**src/rtl/rxcfg_pkg.sv**
```systemverilog
package rxcfg_pkg;
  localparam int BYTE_W = 8;

  typedef struct packed {
    logic              ptrLoad;
    logic              wrEn;
    logic              rdNext;
    logic [BYTE_W-1:0] byteVal;
  } linkStrobe_t;

  typedef enum logic [3:0] {
    LS_IDLE, LS_ADDR, LS_ADDR_ACK, LS_SUB, LS_SUB_ACK,
    LS_WDATA, LS_WDATA_ACK, LS_RDATA, LS_RDATA_ACK
  } linkState_t;
endpackage

```
**src/rtl/i2c_link_ctrl.sv**
```systemverilog
module i2c_link_ctrl
  import rxcfg_pkg::*;
#(
  parameter int                PIN_POS    = 5,
  parameter logic [BYTE_W-2:0] ADDR_FIXED = 7'h40
) (
  input  logic              clk,
  input  logic              rstN,
  input  logic              addrPin,
  input  logic              sclIn,
  input  logic              sdaIn,
  input  logic [BYTE_W-1:0] rdData,
  output logic              sdaOe,
  output linkStrobe_t       strb
);
  localparam int ADDR_W = BYTE_W - 1;
  localparam int CNT_W  = $clog2(BYTE_W);

  linkState_t        state;
  logic              sclQ, sdaQ;
  logic [CNT_W-1:0]  cnt;
  logic              byteFull, rwQ, mAckQ;
  logic [BYTE_W-1:0] shiftQ, txQ;
  logic [ADDR_W-1:0] devAddr;
  logic              sclRise, sclFall, startSeen, stopSeen, rxPhase, addrHit;

  always_comb begin
    devAddr          = ADDR_FIXED;
    devAddr[PIN_POS] = addrPin;
  end

  assign sclRise   = sclIn & ~sclQ;
  assign sclFall   = ~sclIn & sclQ;
  assign startSeen = sclIn & sclQ & sdaQ & ~sdaIn;
  assign stopSeen  = sclIn & sclQ & ~sdaQ & sdaIn;
  assign rxPhase   = (state == LS_ADDR) || (state == LS_SUB) || (state == LS_WDATA);
  assign addrHit   = (shiftQ[BYTE_W-1:1] == devAddr);

  always_ff @(posedge clk or negedge rstN) begin
    if (!rstN) begin
      sclQ     <= 1'b1;
      sdaQ     <= 1'b1;
      state    <= LS_IDLE;
      cnt      <= '0;
      byteFull <= 1'b0;
      rwQ      <= 1'b0;
      mAckQ    <= 1'b0;
      shiftQ   <= '0;
      txQ      <= '0;
    end else begin
      sclQ <= sclIn;
      sdaQ <= sdaIn;
      if (startSeen) begin
        state    <= LS_ADDR;
        cnt      <= '0;
        byteFull <= 1'b0;
      end else if (stopSeen) begin
        state    <= LS_IDLE;
        byteFull <= 1'b0;
      end else begin
        if (sclRise) begin
          if (rxPhase) shiftQ <= {shiftQ[BYTE_W-2:0], sdaIn};
          if (rxPhase || state == LS_RDATA) begin
            cnt <= cnt + 1'b1;
            if (cnt == CNT_W'(BYTE_W - 1)) byteFull <= 1'b1;
          end
          if (state == LS_RDATA_ACK) mAckQ <= ~sdaIn;
        end
        if (sclFall) begin
          case (state)
            LS_ADDR: if (byteFull) begin
              byteFull <= 1'b0;
              rwQ      <= shiftQ[0];
              state    <= addrHit ? LS_ADDR_ACK : LS_IDLE;
            end
            LS_SUB: if (byteFull) begin
              byteFull <= 1'b0;
              state    <= LS_SUB_ACK;
            end
            LS_WDATA: if (byteFull) begin
              byteFull <= 1'b0;
              state    <= LS_WDATA_ACK;
            end
            LS_ADDR_ACK: begin
              if (rwQ) begin
                txQ   <= rdData;
                state <= LS_RDATA;
              end else begin
                state <= LS_SUB;
              end
            end
            LS_SUB_ACK, LS_WDATA_ACK: state <= LS_WDATA;
            LS_RDATA: begin
              if (byteFull) begin
                byteFull <= 1'b0;
                state    <= LS_RDATA_ACK;
              end else begin
                txQ <= {txQ[BYTE_W-2:0], 1'b0};
              end
            end
            LS_RDATA_ACK: begin
              if (mAckQ) begin
                txQ   <= rdData;
                state <= LS_RDATA;
              end else begin
                state <= LS_IDLE;
              end
            end
            default: ;
          endcase
        end
      end
    end
  end

  always_comb begin
    strb         = '0;
    strb.byteVal = shiftQ;
    if (sclFall && !startSeen && !stopSeen) begin
      strb.ptrLoad = (state == LS_SUB) && byteFull;
      strb.wrEn    = (state == LS_WDATA) && byteFull;
      strb.rdNext  = ((state == LS_ADDR_ACK) && rwQ) || ((state == LS_RDATA_ACK) && mAckQ);
    end
  end

  always_comb begin
    case (state)
      LS_ADDR_ACK, LS_SUB_ACK, LS_WDATA_ACK: sdaOe = 1'b1;
      LS_RDATA:                              sdaOe = ~txQ[BYTE_W-1];
      default:                               sdaOe = 1'b0;
    endcase
  end

  AST_ONE_STROBE: assert property (@(posedge clk) disable iff (!rstN)
    $countones({strb.ptrLoad, strb.wrEn, strb.rdNext}) <= 1);

  AST_MISS_RELEASE: assert property (@(posedge clk) disable iff (!rstN)
    (state == LS_ADDR && sclFall && byteFull && !addrHit && !startSeen && !stopSeen)
      |=> (!sdaOe && state == LS_IDLE));
endmodule

```
**src/rtl/cfg_regfile.sv**
```systemverilog
module cfg_regfile
  import rxcfg_pkg::*;
#(
  parameter logic [BYTE_W-1:0] SUB_STATUS = 8'h04,
  parameter logic [BYTE_W-1:0] SUB_RB_CMD = 8'h05,
  parameter logic [BYTE_W-1:0] SUB_RB_OUT = 8'h06,
  parameter logic [BYTE_W-1:0] SUB_WR_CMD = 8'h08,
  parameter logic [BYTE_W-1:0] SUB_WR_OUT = 8'h09,
  parameter int                CMD_W      = 3,
  parameter int                OUT_W      = 5
) (
  input  logic              clk,
  input  logic              rstN,
  input  linkStrobe_t       strb,
  input  logic              losRaw,
  input  logic              lolRaw,
  output logic [BYTE_W-1:0] rdData,
  output logic              losOut,
  output logic              lolOut,
  output logic              acqPulse,
  output logic              prbsKickPulse,
  output logic              prbsGen,
  output logic              prbsDet
);
  localparam int NUM_KICK = 3;
  localparam int KICK_CLR = 0;
  localparam int KICK_ACQ = 1;
  localparam int KICK_PAT = 2;

  logic [BYTE_W-1:0] ptrQ;
  logic [CMD_W-1:0]  cmdQ;
  logic [OUT_W-1:0]  outQ;
  logic              stickyQ;
  logic [NUM_KICK-1:0] kickBits, kickDlyQ, kickPulse;
  logic [2:0]        patMode;

  always_ff @(posedge clk or negedge rstN) begin
    if (!rstN) begin
      ptrQ <= '0;
      cmdQ <= '0;
      outQ <= '0;
    end else begin
      if (strb.ptrLoad)                 ptrQ <= strb.byteVal;
      else if (strb.wrEn || strb.rdNext) ptrQ <= ptrQ + 1'b1;
      if (strb.wrEn) begin
        if (ptrQ == SUB_WR_CMD) cmdQ <= strb.byteVal[CMD_W-1:0];
        if (ptrQ == SUB_WR_OUT) outQ <= strb.byteVal[OUT_W-1:0];
      end
    end
  end

  assign kickBits = {outQ[4], cmdQ[2], cmdQ[1]};

  for (genvar g = 0; g < NUM_KICK; g++) begin : g_kick
    always_ff @(posedge clk or negedge rstN) begin
      if (!rstN) kickDlyQ[g] <= 1'b0;
      else       kickDlyQ[g] <= kickBits[g];
    end
    assign kickPulse[g] = kickDlyQ[g] & ~kickBits[g];

    AST_KICK_ONE_WIDE: assert property (@(posedge clk) disable iff (!rstN)
      kickPulse[g] |=> !kickPulse[g]);
  end

  always_ff @(posedge clk or negedge rstN) begin
    if (!rstN)                    stickyQ <= 1'b0;
    else if (kickPulse[KICK_CLR]) stickyQ <= 1'b0;
    else if (cmdQ[0] && lolRaw)   stickyQ <= 1'b1;
  end

  assign lolOut        = cmdQ[0] ? stickyQ : lolRaw;
  assign losOut        = losRaw ^ outQ[0];
  assign acqPulse      = kickPulse[KICK_ACQ];
  assign prbsKickPulse = kickPulse[KICK_PAT];
  assign patMode       = outQ[3:1];
  assign prbsGen       = (patMode == 3'b001);
  assign prbsDet       = (patMode == 3'b100);

  always_comb begin
    rdData = '0;
    if (ptrQ == SUB_STATUS) begin
      rdData[0] = losRaw;
      rdData[1] = lolOut;
    end else if (ptrQ == SUB_RB_CMD) begin
      rdData[CMD_W-1:0] = cmdQ;
    end else if (ptrQ == SUB_RB_OUT) begin
      rdData[OUT_W-1:0] = outQ;
    end
  end

  AST_PTR_STEP: assert property (@(posedge clk) disable iff (!rstN)
    (strb.wrEn && !strb.ptrLoad) |=> (ptrQ == $past(ptrQ) + 8'd1));

  AST_UNMAPPED_KEEP: assert property (@(posedge clk) disable iff (!rstN)
    (strb.wrEn && ptrQ != SUB_WR_CMD && ptrQ != SUB_WR_OUT)
      |=> ($stable(cmdQ) && $stable(outQ)));

  AST_STICKY_HOLD: assert property (@(posedge clk) disable iff (!rstN)
    (cmdQ[0] && lolOut && !kickPulse[KICK_CLR] && !strb.wrEn) |=> lolOut);
endmodule

```
**src/rtl/rx_cfg_i2c_slave.sv**
```systemverilog
module rx_cfg_i2c_slave
  import rxcfg_pkg::*;
#(
  parameter int                PIN_POS    = 5,
  parameter logic [BYTE_W-2:0] ADDR_FIXED = 7'h40
) (
  input  logic clk,
  input  logic rstN,
  input  logic addrPin,
  input  logic sclIn,
  input  logic sdaIn,
  output logic sdaOe,
  input  logic losRaw,
  input  logic lolRaw,
  output logic losOut,
  output logic lolOut,
  output logic acqPulse,
  output logic prbsKickPulse,
  output logic prbsGen,
  output logic prbsDet
);
  linkStrobe_t       strb;
  logic [BYTE_W-1:0] rdData;

  i2c_link_ctrl #(.PIN_POS(PIN_POS), .ADDR_FIXED(ADDR_FIXED)) i_ctrl (
    .clk(clk), .rstN(rstN), .addrPin(addrPin), .sclIn(sclIn), .sdaIn(sdaIn),
    .rdData(rdData), .sdaOe(sdaOe), .strb(strb)
  );

  cfg_regfile i_regs (
    .clk(clk), .rstN(rstN), .strb(strb), .losRaw(losRaw), .lolRaw(lolRaw),
    .rdData(rdData), .losOut(losOut), .lolOut(lolOut), .acqPulse(acqPulse),
    .prbsKickPulse(prbsKickPulse), .prbsGen(prbsGen), .prbsDet(prbsDet)
  );
endmodule

```
**config.mk**
```make
export PLATFORM = sky130hd
export DESIGN_NAME = rx_cfg_i2c_slave
export DESIGN_NICKNAME = d
export VERILOG_FILES = /design/src/rtl/rxcfg_pkg.sv /design/src/rtl/i2c_link_ctrl.sv /design/src/rtl/cfg_regfile.sv /design/src/rtl/rx_cfg_i2c_slave.sv
export SDC_FILE = /design/constraint.sdc
export NUM_CORES = 1
export LEC_CHECK = 0
export CAP_MARGIN = 30
export CORE_MARGIN = 1.5
export CORE_UTILIZATION = 62
export CTS_BUF_LIST = sky130_fd_sc_hd__clkbuf_8
export CTS_CLUSTER_DIAMETER = 60
export DETAILED_ROUTE_END_ITERATION = 16
export GPL_TIMING_DRIVEN = 0
export PLACE_DENSITY_LB_ADDON = 0.12
export SETUP_SLACK_MARGIN = 0.3
export SLEW_MARGIN = 20
export SYNTH_ARGS = -nofsm -noshare
export SYNTH_HDL_FRONTEND = slang
export SYNTH_HIERARCHICAL = 1
export SYNTH_SLANG_ARGS = --single-unit
```
**constraint.sdc**
```tcl
create_clock -name clk -period 3 [get_ports clk]
set_input_delay 0.6 -clock clk [delete_from_list [all_inputs] [get_ports clk]]
set_output_delay 0.6 -clock clk [all_outputs]
set_load 0.005 [all_outputs]
```
Yosys cells after proc, flatten, opt, wreduce, memory -nomap -nowiden
Cells that the tools add are included.
{"block": "op_classes", "n_bitwise": 21, "reduce_logical": 32, "n_addsub": 2, "mux": 39, "n_eq_ne": 25}
{"operator": "8-bit 2-to-1 mux", "n": 5}
{"operator": "4-bit 2-to-1 mux", "n": 7}
{"operator": "4-bit one-hot mux with 7 select lines", "n": 1}
{"operator": "3-bit 2-to-1 mux", "n": 9}
{"operator": "8-bit by 3-bit == test with 1-bit output (second input constant)", "n": 3}
{"operator": "8-bit one-hot mux with 3 select lines", "n": 1}
{"operator": "4-bit by 3-bit == test with 1-bit output (second input constant)", "n": 4}
{"operator": "8-bit by 4-bit == test with 1-bit output (second input constant)", "n": 2}
{"operator": "4-bit by 1-bit inequality test with 1-bit output (second input constant)", "n": 4}
{"operator": "1-bit 2-to-1 mux", "n": 11}
{"operator": "1-bit bitwise AND", "n": 10}
{"operator": "1-bit inverter", "n": 10}
{"operator": "9-bit nonzero test", "n": 1}
{"operator": "8-bit by 1-bit adder with 8-bit output (second input constant)", "n": 1}
{"operator": "4-bit by 2-bit == test with 1-bit output (second input constant)", "n": 2}
{"operator": "4-bit AND reduction", "n": 2}
{"operator": "2-bit nonzero test", "n": 4}
{"operator": "7-bit == test", "n": 1}
{"operator": "1-bit logical AND", "n": 7}
{"operator": "7-bit AND reduction", "n": 1}
{"operator": "3-bit == test (second input constant)", "n": 2}
{"operator": "2-bit 2-to-1 mux", "n": 3}
{"operator": "2-bit by 1-bit inequality test with 1-bit output (second input constant)", "n": 3}
{"operator": "6-bit AND reduction", "n": 1}
{"operator": "17 further kinds", "n": 24}
{"block": "totals", "register_bits": 48, "out_inout_bits": 7, "wordCells": 135}

Depth between registers and ports, before layout
{"block": "depth", "depth_word": 11, "depth_mapped": 8, "mapped_depth_nobuf": 8}

By module
The synthesis kept the hierarchy.
{"module": "i2c_link_ctrl", "instances": 1, "cells_per_inst": 133, "area_each_um2": 1521.5, "seq_area_each_um2": 703.2}
{"module": "cfg_regfile", "instances": 1, "cells_per_inst": 106, "area_each_um2": 1111.1, "seq_area_each_um2": 500.5}

Worst setup path after synthesis
Ideal clock, no wire load.
{"block": "synth_timing", "path_type": "input port to flip-flop", "start": "input port sclIn", "end": "register i_regs.cmdQ[0]", "stages": 6, "arrival_time_ns": 1.992, "required_ns": 2.873, "path_buffers": 0, "setup_ns": 0.127, "path_slack_ns": 0.881, "path_cell_list": "nand2b_1 nor3_1 and3_1 and3b_1 nand3_2 mux2_1"}
{"element": "from (decl)", "line": "rx_cfg_i2c_slave.sv:10", "source": "input logic sclIn,"}
{"element": "to (signal assigned)", "line": "cfg_regfile.sv:46", "source": "if (ptrQ == SUB_WR_CMD) cmdQ <= strb.byteVal[CMD_W-1:0];"}
{"element": "to (decl)", "line": "cfg_regfile.sv:31", "source": "logic [CMD_W-1:0] cmdQ;"}

Final worst setup path
{"block": "layout_timing", "start": "register i_ctrl.state[2]", "end": "output port sdaOe"}
{"block": "layout_between", "elab_chain_len": 3, "word_cells_on_any_way": 6}
{"element": "from (decl)", "line": "i2c_link_ctrl.sv:19", "source": "linkState_t state;"}
{"element": "from (signal assigned)", "line": "i2c_link_ctrl.sv:74", "source": "state <= addrHit ? LS_ADDR_ACK : LS_IDLE;"}
{"element": "4-bit by 3-bit == test with 1-bit output or 4-bit by 2-bit == test with 1-bit output (tied branches)", "line": "i2c_link_ctrl.sv:127", "source": "case (state)"}
{"element": "3-bit OR reduction", "line": "i2c_link_ctrl.sv:127"}
{"element": "1-bit one-hot mux with 2 select lines *", "line": "i2c_link_ctrl.sv:127"}
{"element": "to (decl)", "line": "rx_cfg_i2c_slave.sv:12", "source": "output logic sdaOe,"}
Mark *: on every way between the ends. The rest lies on a longest branch, timed or not.

==> impl_metrics.py <==
metrics = {
    "status": {
        "outcome": "finished clean",
    },
    "clock_network": {
        "clk_pin_slew_ns": 0.08,
        "clock_latency_ns": 0.30,
        "max-clock-path-buffers": 2,
        "cts_buffers": 5,
        "clockRootBuffer": "clkbuf_8",
        "htree_levels": 2,
        "clock-sinks": 48,
        "cts_tree": "built",
    },
    "floorplanning": {
        "die_w_um": 68.2,
        "row_count": 23,
        "core_area_um2": 4030,
        "io_pins": 14,
        "die_area_um2": 4650,
        "start_util_pct": 65.3,
        "die_h_um": 68.2,
    },
    "setup_path": {
        "path_buf_inv": 2,
        "slowest_stage": "clkdlybuf4s50_1",
        "cp_cell_sequence": "clkbuf_2 > nor2_1 > o22a_1 > nor2_1 > clkdlybuf4s50_1",
        "cpMostUsedCell": "nor2_1",
        "path_class": "reg2out",
        "crit_fanout": 10,
        "max_stage_delay_ns": 0.45,
        "critPathCaptureType": "primary output",
        "cp_top_family": "buffers and inverters",
        "cp_data_arrival_time_ns": 2.00,
        "worst_setup_path_start_kind": "flip-flop",
        "cp.required_ns": 2.40,
    },
    "logic_synthesis": {
        "synth_fa_ha_area_share_pct": 2.85,
        "ys_top_cells_by_count": "46 x dfrtp_1, 22 x mux2_2, 18 x nand2_1",
        "synth.avg_cell_area_um2": 11.0,
        "synth_cells": 239,
        "synth_top_family_by_area": "simple AND/OR/NAND/NOR gates",
        "synth_compound_area_share_pct": 11.4,
        "synth.largest_area_cell": "dfrtp_1",
        "async_flop_share_pct": 100,
        "synth_area_leaders": "dfrtp_1 44%, mux2_2 9.4%, mux2_4 4.0%",
        "syn-cell-area_um2": 2630,
        "yosys.area_share.simple_pct": 18.2,
        "synth_edf_count": 0,
        "ys_ff_latch": 48,
        "yosysMostFrequentCell": "dfrtp_1",
        "synthXorXnorAreaFrac_pct": 2.66,
        "synthMuxAreaShare_pct": 15.4,
        "synth_top_cell_area_share_pct": 43.7,
        "yosysSeqAreaShare_pct": 45.7,
        "synthFlopType": "dfrtp_1",
        "synth_cell_types": 54,
        "yosys_warnings": 6,
    },
    "place": {
        "portBuffers": 13,
        "dpl.hpwl_mm": 3.49,
        "dp.cells": 305,
        "gp_congestion": 0.923,
    },
    "sta": {
        "maxSlewViolCount": 0,
        "finalSetupViolCount": 0,
        "fin_worst_skew_ns": 0.00696,
        "maxSlewHeadroom_pct": 65.9,
        "grt_setup_unrepaired": "no",
        "hold_viol_final": 0,
        "period_share_pct": 86.7,
        "worst_slew_pin_slew_ns": 0.512,
        "fin_crit_ns": 2.60,
        "hold_ws_ns": 0.253,
        "final.setup.tns_ns": 0,
        "fmax_mhz": 384,
    },
    "global_routing": {
        "grt_max_degree": 28,
        "antenna_found_initial": 0,
        "grt_remaining_overflow": 0,
        "grt.total_usage_pct": 24.1,
        "grt_pass1_wl_mm": 8.14,
        "first_global_vias": 1777,
    },
    "hold_path": {
        "hold_class": "in2async",
    },
    "drt": {
        "drc": 0,
        "routedWlPerCell_um": 15.6,
        "ant_nets": 0,
        "drtIter0Drc": 95,
        "drt_wl_total_mm": 4.89,
        "drt_first_pass_iters": 4,
        "vias": 1853,
        "viasPerCell": 5.92,
    },
    "finish": {
        "drive_above_1_share_pct": 20.9,
        "final_cells": 313,
        "final_util_pct": 73.1,
        "area_delta_synth_final_pct": 11.8,
        "multiInputGateArea_um2": 1350,
        "final_nets": 275,
        "fillers": 305,
        "seqCellArea_um2": 1200,
        "n_antenna_cell": 0,
    },
    "pwr": {
        "switching_share_pct": 32.3,
        "pwr-share-seq_pct": 49.7,
        "power_frac_comb_pct": 27.5,
        "power_switching_uw": 553,
        "ir_drop_uv": 326,
        "p_per_area_nw_per_um2": 581,
        "p_clk_share_pct": 22.8,
        "p_leak_uw": 0.00134,
        "p_int_uw": 1160,
    },
    "flow_run": {
        "maxCapViolCount": 0,
    },
}
[final timing paths]
path	cells past startpoint	slack, ns	to	startpoint
worst max-delay path	5	0.40	sdaOe	i_ctrl/state[2]
worst min-delay path	1	0.25	i_regs/stickyQ	rstN
worst max register to register	7	0.51	i_regs/ptrQ[5]	i_ctrl/state[3]
worst min register to register	1	0.42	i_regs/stickyQ	i_regs/kickDlyQ[0]
max in group asynchronous	2	2.15	i_ctrl/sclQ	rstN
min in group clk	1	0.42	i_regs/stickyQ	i_regs/kickDlyQ[0]
[cell usage in the layout (no fill, tap or decap), drive strengths merged, types with 6 or more instances in the layout]
master          n
dfrtp          46
mux2           32
nand2          18
o21ai          14
clkdlybuf4s50  12
inv            10
nor2           10
clkbuf         10
nor2b           9
buf             9
a21oi           6
ha              6
nand3           6
[final cells by class]
type	count	share of cell area, %
clock inverter	2	0.255
multi-input combinational	174	45.8
tap	50	2.12
timing repair buffer	14	4.93
buffer	11	2.21
clock buffer	6	2.80
sequential	48	40.9
inverter	8	1.02
[cell families (layout without fill, tap and decap cells)]
logic type	after synthesis	after routing
mux	34	34
compound gates	44	44
fa+ha+maj	6	6
other cells	1	3
buf+inv	19	41
xor+xnor	8	8
simple gates	79	79
flops	48	48
[stage by stage]
step                      power (uW)  cell area (um2)  worst slack, ns
after floorplan                 1180             2640            0.881
after global placement          1300             2830          0.00189
after detailed placement        1330             2850           0.0989
after CTS                       1720             2940            0.389
after global routing            1820             2940            0.332
final                           1710             2940            0.399
[flip-flops by register name, summed over array words and instances (netlist names), 3 cells and up]
register and flops:
i_ctrl/cnt 3, i_ctrl/shiftQ 8, i_ctrl/state 4, i_ctrl/txQ 8
i_regs/cmdQ 3, i_regs/kickDlyQ 3, i_regs/outQ 5, i_regs/ptrQ 8
[worst reg2reg max path: stages, from the launching register on]
cell       delay (ns)
dfrtp_1          0.51
clkbuf_1         0.38
nand3b_1         0.12
a211oi_1         0.33
and2_1           0.27
o2111ai_1        0.27
or4_1            0.46
nand3_1          0.10
[power by group through the flow]
stage	registers, uW	logic, uW	clock network [uW]
floorplan	823	354	0
global placement	857	448	0
detailed placement	864	462	0
CTS	851	469	402
global route	866	518	435
finish	851	471	389
[per-layer routing]
layer / part of all wire (%) / up-vias / global-route usage, %
met5: 0 / - / 0
met1: 47 / 897 / 32.9
met4: 1.7 / 0 / 9.00
met2: 47 / 42 / 37.0
met3: 4.6 / 7 / 6.41
li1: - / 907 / -
[timing repair]
action                     CTS  global route
gates resized for setup      0             3
setup endpoints to repair    0             9
buffers inserted             0             0
hold buffers                 0             0
(Power assumes the default switching activity.)
